## src/rtl/flag_alu_pkg.sv

```systemverilog
package flag_alu_pkg;
  typedef enum logic [2:0] {
    OP_ADD = 3'b000,
    OP_SUB = 3'b001,
    OP_AND = 3'b010,
    OP_OR  = 3'b011,
    OP_NUL = 3'b100,
    OP_SLT = 3'b101,
    OP_SLL = 3'b110,
    OP_SRL = 3'b111
  } alu_op_e;
endpackage

```

## src/rtl/alu_addsub.sv

```systemverilog
module alu_addsub #(
  parameter int W = 32
) (
  input  logic [W-1:0] a_i,
  input  logic [W-1:0] b_i,
  input  logic         sub_i,
  output logic [W-1:0] sum_o,
  output logic         cout_o,
  output logic         ovf_o
);
  logic [W-1:0] b_eff;

  always_comb begin
    b_eff = sub_i ? ~b_i : b_i;
    {cout_o, sum_o} = {1'b0, a_i} + {1'b0, b_eff} + {{W{1'b0}}, sub_i};
    // signed overflow: like-signed inputs, result sign flipped
    ovf_o = (a_i[W-1] == b_eff[W-1]) && (sum_o[W-1] != a_i[W-1]);
  end
endmodule

```

## src/rtl/alu_shift.sv

```systemverilog
module alu_shift #(
  parameter int W = 32,
  localparam int SW = $clog2(W)
) (
  input  logic [W-1:0]  val_i,
  input  logic [SW-1:0] dist_i,
  input  logic          right_i,
  output logic [W-1:0]  val_o
);
  logic [W-1:0] stage [SW+1];

  assign stage[0] = val_i;

  // one stage per distance bit, each moving by a power of two
  for (genvar s = 0; s < SW; s++) begin : g_stage
    localparam int STEP = 1 << s;
    always_comb begin
      if (!dist_i[s])
        stage[s+1] = stage[s];
      else if (right_i)
        stage[s+1] = stage[s] >> STEP;
      else
        stage[s+1] = stage[s] << STEP;
    end
  end

  assign val_o = stage[SW];
endmodule

```

## src/rtl/flag_alu.sv

```systemverilog
module flag_alu
  import flag_alu_pkg::*;
#(
  parameter int W = 32,
  localparam int SW = $clog2(W)
) (
  input  logic [2:0]   op_i,
  input  logic [W-1:0] a_i,
  input  logic [W-1:0] b_i,
  output logic [W-1:0] res_o,
  output logic         neg_o,
  output logic         zero_o,
  output logic         carry_o,
  output logic         ovf_o
);
  alu_op_e      op;
  logic         use_sub;
  logic [W-1:0] sum;
  logic         cout;
  logic         ovf;
  logic [W-1:0] shifted;

  assign op      = alu_op_e'(op_i);
  assign use_sub = (op == OP_SUB) || (op == OP_SLT);

  alu_addsub #(.W(W)) u_addsub (
    .a_i   (a_i),
    .b_i   (b_i),
    .sub_i (use_sub),
    .sum_o (sum),
    .cout_o(cout),
    .ovf_o (ovf)
  );

  alu_shift #(.W(W)) u_shift (
    .val_i  (a_i),
    .dist_i (b_i[SW-1:0]),
    .right_i(op == OP_SRL),
    .val_o  (shifted)
  );

  always_comb begin
    res_o   = '0;
    carry_o = 1'b0;
    ovf_o   = 1'b0;
    unique case (op)
      OP_ADD, OP_SUB: begin
        res_o   = sum;
        carry_o = cout;
        ovf_o   = ovf;
      end
      OP_SLT: begin
        res_o   = {{(W-1){1'b0}}, sum[W-1] ^ ovf};
        carry_o = cout;
        ovf_o   = ovf;
      end
      OP_AND:         res_o = a_i & b_i;
      OP_OR:          res_o = a_i | b_i;
      OP_SLL, OP_SRL: res_o = shifted;
      default:        res_o = '0;
    endcase
  end

  assign neg_o  = res_o[W-1];
  assign zero_o = ~|res_o;
endmodule

```

## config.mk

```make
export PLATFORM = sky130hd
export DESIGN_NAME = flag_alu
export DESIGN_NICKNAME = d
export VERILOG_FILES = /design/src/rtl/flag_alu_pkg.sv /design/src/rtl/alu_addsub.sv /design/src/rtl/alu_shift.sv /design/src/rtl/flag_alu.sv
export SDC_FILE = /design/constraint.sdc
export NUM_CORES = 1
export LEC_CHECK = 0
export BUFFER_PORTS_ARGS = -buffer_cell sky130_fd_sc_hd__clkbuf_2
export CAP_MARGIN = 20
export CELL_PAD_IN_SITES_DETAIL_PLACEMENT = 0
export CELL_PAD_IN_SITES_GLOBAL_PLACEMENT = 1
export CORE_MARGIN = 1
export CORE_UTILIZATION = 47
export DETAILED_ROUTE_END_ITERATION = 8
export GPL_ROUTABILITY_DRIVEN = 0
export PLACE_DENSITY_LB_ADDON = 0.05
export SYNTH_ARGS = -nofsm -noshare
export SYNTH_HDL_FRONTEND = slang
export SYNTH_SLANG_ARGS = --single-unit
```

## constraint.sdc

```tcl
create_clock -name vclk -period 7.7
set_input_delay 0 -clock vclk [all_inputs]
set_output_delay 0 -clock vclk [all_outputs]
set_load 0.05 [all_outputs]
```

==> run summary, run 1 <==
syn avg cell area = 6.59 µm²
crit start category = primary input
via count = 10212
router iterations before antenna repair = 8
Crit. End Element = primary output
worst slack, placed = 2.66 ns
fin nets = 1252
Lkg Pwr = 0.00290 µW
hold slack = 0.657 ns
Initial Util = 48.7%
Fillers = 1665
row count = 45
Inst Count DP = 1359
FFs & Latches = 0
placed cell area = 7810 µm²
worst endpoint required time = 7.70 ns
Post CTS Setup Buffer Count = 0
CP max FO = 48
Seq pwr share = 0%
Clk pwr share = 0%
Peak supply drop = 0.0782 mV
most frequent cells in the layout = 115 x nand2_1, 102 x clkbuf_2, 91 x a21oi_1, 88 x nor2_1, 76 x o21ai_0
MaxCap Viol Count = 0
IO Count = 103
crit path to = zero_o
fmax = 0.201 GHz
Antenna Violating Nets Remaining = 0
most common cell after layout, fill and taps aside = nand2_1
die area = 16400 µm²
Mapped Nets = 1238
setup tns final = 0 ns
pwr/cell area = 106 nW/µm²
fin. max-slew vios = 0
Worst-Margin Slew = 1.21 ns
drt via density = 7.51
Crit. Startpoint = op_i[1]
internal power = 257 µW
Die W = 128 µm
first-pass GRT wire length = 55.4 mm
# DRC = 0
fin crit period = 4.97 ns
final worst-path cycle share = 64.5%
Hold-fix buffers, CTS = 0
max_slew headroom = 18.3%
core box area = 15400 µm²
Setup Viol. Count Final = 0
DIE HEIGHT = 128 µm
post-DP HPWL = 27.4 mm
Comb pwr share = 100.0%
Ant. Diodes = 0
RSZ-0062 raised after global routing = no
DRT Wirelength = 36.7 mm
post-synthesis cell area = 7490 µm²
I/O Buffers = 103
Total GRT Usage = 43.8%
largest net degree at the start of global routing = 72
CP max stage cell = nand4_1
count of cell types in the netlist = 91
setup ws final = 2.73 ns
crit-path cells = clkbuf_2 > buf_4 > nand4_1 > o32a_1 > and2_1 > a2111oi_0 > a211o_1 > o211ai_1 > or4_1 > nor4_2 > nand4_1 > nor4_2 > clkbuf_2
wire length per cell = 27.0 µm
cell area after layout = 7830 µm²
Final Hold Vio Count = 0
sw frac = 69.1%
worst min path class = primary input to primary output
Non-Filler Instances = 1360
Area Overhead vs Synth = 4.53%
Syn Inst Count = 1137
net switching power = 575 µW
outcome = complete, no violations
register area share after synthesis = 0%
Storage cell area = 0 µm²
CP arrival = 4.97 ns
1st-iter DRT viols = 1582
global route overflow = 0
vias in the first global route = 9045
layout cells sized above 1 = 15.1%
YS warnings = 0
CP peak stage delay = 0.81 ns
post-cts sizing count = 0
initial antenna violation count = 0
clock tree buffer count of the final layout = 0
CP Class = primary input to primary output
[power by group through the flow]
stage                     clock, µW  combinational, µW  sequential, µW
after global placement            0                798               0
after global routing              0                874               0
final                             0                832               0
after CTS                         0                798               0
after floorplan                   0                578               0
after detailed placement          0                795               0
[critical path: cells and delay by family]
family                 cells  cell delay (ns)
AOI/OAI and AO/OA          4             1.84
buffers and inverters      3             0.92
and+or+nand+nor            6             2.18
[cells by family after synthesis]
| group | share of synthesized area (%) |
|---|---|
| AO/OA/AOI/OAI | 40.9 |
| XOR/XNOR | 6.08 |
| adder cells (fa/ha/maj) | 8.86 |
| buffers and inverters | 8.94 |
| multiplexers | 5.61 |
| AND/OR/NAND/NOR | 29.6 |
[area by class of cell]
class / count / area [µm²] / share of cell area, %
inverters: 21 / 78.8 / 1.01
multi-input cells: 1007 / 6820 / 87.2
well taps: 211 / 264 / 3.37
repair buffers: 121 / 662 / 8.46
[per-stage QoR]
step | utilization, % | total power [µW]
2_1_floorplan | - | 578
3_3_place_gp | 50.8 | 798
3_5_place_dp | 50.8 | 795
4_1_cts | 50.8 | 798
5_1_grt | 50.9 | 874
6_report | 50.9 | 832
[synthesized netlist by cell type, drive strengths merged, types with 6 or more instances]
cell type | number | area (µm²)
o22ai | 19 | 131
nand4 | 21 | 131
nor4 | 12 | 87.6
inv | 21 | 78.8
nor3 | 35 | 175
o2111ai | 9 | 78.8
nor2b | 16 | 100
a31oi | 21 | 131
buf | 62 | 412
clkbuf | 47 | 179
or3 | 13 | 81.3
a211oi | 39 | 323
o211ai | 27 | 203
maj3 | 23 | 230
a221o | 7 | 70.1
nor2 | 88 | 330
xnor2 | 45 | 394
o32ai | 14 | 123
o21ai | 78 | 390
a311oi | 9 | 78.8
mux2 | 14 | 158
and2 | 14 | 87.6
nand3b | 10 | 75.1
a21oi | 94 | 482
nand2b | 19 | 119
a21o | 13 | 97.6
and3 | 6 | 37.5
ha | 33 | 413
a22oi | 9 | 67.6
xor2 | 7 | 61.3
nand3 | 25 | 135
mux2i | 15 | 150
and4 | 13 | 114
o221ai | 7 | 67.6
nor3b | 8 | 60.1
o31ai | 12 | 104
o21a | 10 | 75.1
nand2 | 119 | 457
a2111oi | 9 | 80.1
a211o | 12 | 105
[worst min-delay path by stage]
stage	from	endpoint	slack (ns)	cells after the start
after floorplan	a_i[31]	ovf_o	0.29	2
after global placement	a_i[31]	ovf_o	0.62	4
after detailed placement	a_i[31]	ovf_o	0.65	4
after CTS	a_i[31]	ovf_o	0.65	4
after global routing	a_i[31]	ovf_o	0.67	4
final	a_i[31]	ovf_o	0.66	4
[metal layers]
layer / GRT usage [%] / up-vias / wire length (µm)
li1: - / 4451 / -
met3: 11.3 / 198 / 5310
met4: 24.3 / 0 / 2680
met5: 0 / - / 0
met1: 58.2 / 4674 / 14000
met2: 63.7 / 889 / 14700
No activity file was read; power rests on OpenSTA's default activity.
==> run 2, diff against run 1 <==
--- a/config.mk
+++ b/config.mk
@@ -10,7 +10,7 @@
 export CELL_PAD_IN_SITES_DETAIL_PLACEMENT = 0
 export CELL_PAD_IN_SITES_GLOBAL_PLACEMENT = 1
 export CORE_MARGIN = 1
-export CORE_UTILIZATION = 47
+export CORE_UTILIZATION = 40
 export DETAILED_ROUTE_END_ITERATION = 8
 export GPL_ROUTABILITY_DRIVEN = 0
 export PLACE_DENSITY_LB_ADDON = 0.05
==> constraint.sdc (replaced) <==
create_clock -name vclk -period 4.33
set_input_delay 0 -clock vclk [all_inputs]
set_output_delay 0 -clock vclk [all_outputs]
set_load 0.05 [all_outputs]
==> run 2 against run 1 <==
Compared with the run above:
- the run now ends with design-rule violations left
- routed wire length is 7.6% higher
- power rose by 95%
- critical path depth increased by 1
- first-iteration DRC count is 7.5% higher
==> run summary, run 2 (synthesis results as in run 1) <==
FFs & Latches = 0 (unchanged)
vias in the first global route = 9320 (+3.0%)
Hold-fix buffers, CTS = 0 (unchanged)
Ant. Diodes = 0 (unchanged)
initial antenna violation count = 0 (unchanged)
core box area = 18100 µm² (+18%)
largest net degree at the start of global routing = 59 (-18%)
RSZ-0062 raised after global routing = no
Worst-Margin Slew = 1.01 ns (-0.206 ns)
layout cells sized above 1 = 20.0% (+4.9 points)
MaxCap Viol Count = 0 (unchanged)
router iterations before antenna repair = 9 (+1)
worst endpoint required time = 4.33 ns (-3.37 ns)
fin nets = 1307 (+4.4%)
row count = 49 (+8.9%)
violated checks = design-rule violations
CP max FO = 31 (-35%)
worst min path class = primary input to primary output
crit-path cells = clkbuf_2 > buf_4 > and3_2 > buf_12 > nor2_1 > a2111oi_0 > a2111oi_0 > a211o_1 > o211ai_1 > or4_1 > nor4_2 > nand4_1 > nor4_2 > buf_12
IO Count = 103 (unchanged)
1st-iter DRT viols = 1701 (+7.5%)
CP max stage cell = a2111oi_0
hold path depth = 4 (unchanged)
WP depth = 14 (+1)
CP Class = primary input to primary output
delay-heaviest family, CP = simple AND/OR/NAND/NOR gates
I/O Buffers = 103 (unchanged)
# DRC = 12 (+12)
pwr/cell area = 190 nW/µm² (+79%)
CP arrival = 4.13 ns (-0.84 ns)
outcome = finished, violations left
max_slew headroom = 32.6% (+14 points)
Buffers & Inverters on Critical Path = 4 (+1)
Initial Util = 41.3% (-7.5 points)
cell area after layout = 8550 µm² (+9.3%)
fmax = 0.242 GHz
DRT Wirelength = 39.5 mm (+7.6%)
clock tree buffer count of the final layout = 0 (unchanged)
Peak supply drop = 0.121 mV (+55%)
Lkg Pwr = 0.00327 µW (+12%)
fin. max-slew vios = 0 (unchanged)
crit start category = primary input
hold slack = 0.631 ns (-0.0260 ns)
CP peak stage delay = 0.70 ns (-0.11 ns)
DIE HEIGHT = 139 µm (+8.3%)
most frequent cells in the layout = 115 x nand2_1, 93 x clkbuf_2, 90 x a21oi_1, 88 x nor2_1, 76 x o21ai_0
fin crit period = 4.13 ns
Storage cell area = 0 µm² (unchanged)
Total GRT Usage = 39.7% (-4.1 points)
first-pass GRT wire length = 59.0 mm (+6.5%)
Crit. End Element = primary output
placed cell area = 8540 µm² (+9.4%)
global route overflow = 0 (unchanged)
Final Hold Vio Count = 0 (unchanged)
die area = 19300 µm² (+17%)
via count = 10244 (+0.31%)
Setup Viol. Count Final = 0 (unchanged)
wire length per cell = 27.6 µm (+2.1%)
final worst-path cycle share = 95.5%
drt via density = 7.15 (-4.8%)
Area Overhead vs Synth = 14.2%
Die W = 139 µm (+8.3%)
post-DP HPWL = 31.0 mm (+13%)
Antenna Violating Nets Remaining = 0 (unchanged)
most common cell after layout, fill and taps aside = nand2_1
-- run 2: final cells by class --
cell class,instances,area (µm²)
Fill cell,1948,9600
Inverter,21,78.8
Multi-Input combinational cell,1007,6900
Tap cell,229,287
Timing Repair Buffer,176,1290
-- run 2: final timing paths --
kind | startpoint | to | slack (ns)
setup / recovery | op_i[1] | zero_o | 0.20
hold / removal | a_i[31] | ovf_o | 0.63
-- run 2: repair_timing --
action,in CTS,in global routing
setup buffers,0,0
setup endpoints to repair,0,1
resized for setup,0,2
-- run 2: report_power, final --
| group | leakage (µW) | switching, µW | internal [µW] |
|---|---|---|---|
| registers | 0 | 0 | 0 |
| logic | 0.00327 | 1070 | 554 |
| clock network | 0 | 0 | 0 |
-- run 2: metal layers --
layer | up-vias | share of wire, % | GRT usage [%]
met3 | 159 | 13 | 8.87
met2 | 818 | 41 | 59.7
met4 | 0 | 6.7 | 20.9
met1 | 4706 | 40 | 52.7
met5 | - | 0 | 0
li1 | 4561 | - | -
-- run 2: metrics by stage --
step	setup slack (ns)	cells	TNS (ns)	util [%]	total power [µW]
final	0.196	1433	0	47.1	1620
after global routing	0.0286	1433	0	47.1	1710
after CTS	0.233	1433	0	47.1	1570
after detailed placement	0.239	1433	0	47.1	1560
after global placement	0.296	1433	0	47.1	1580
after floorplan	-0.289	1137	-0.289	-	1060
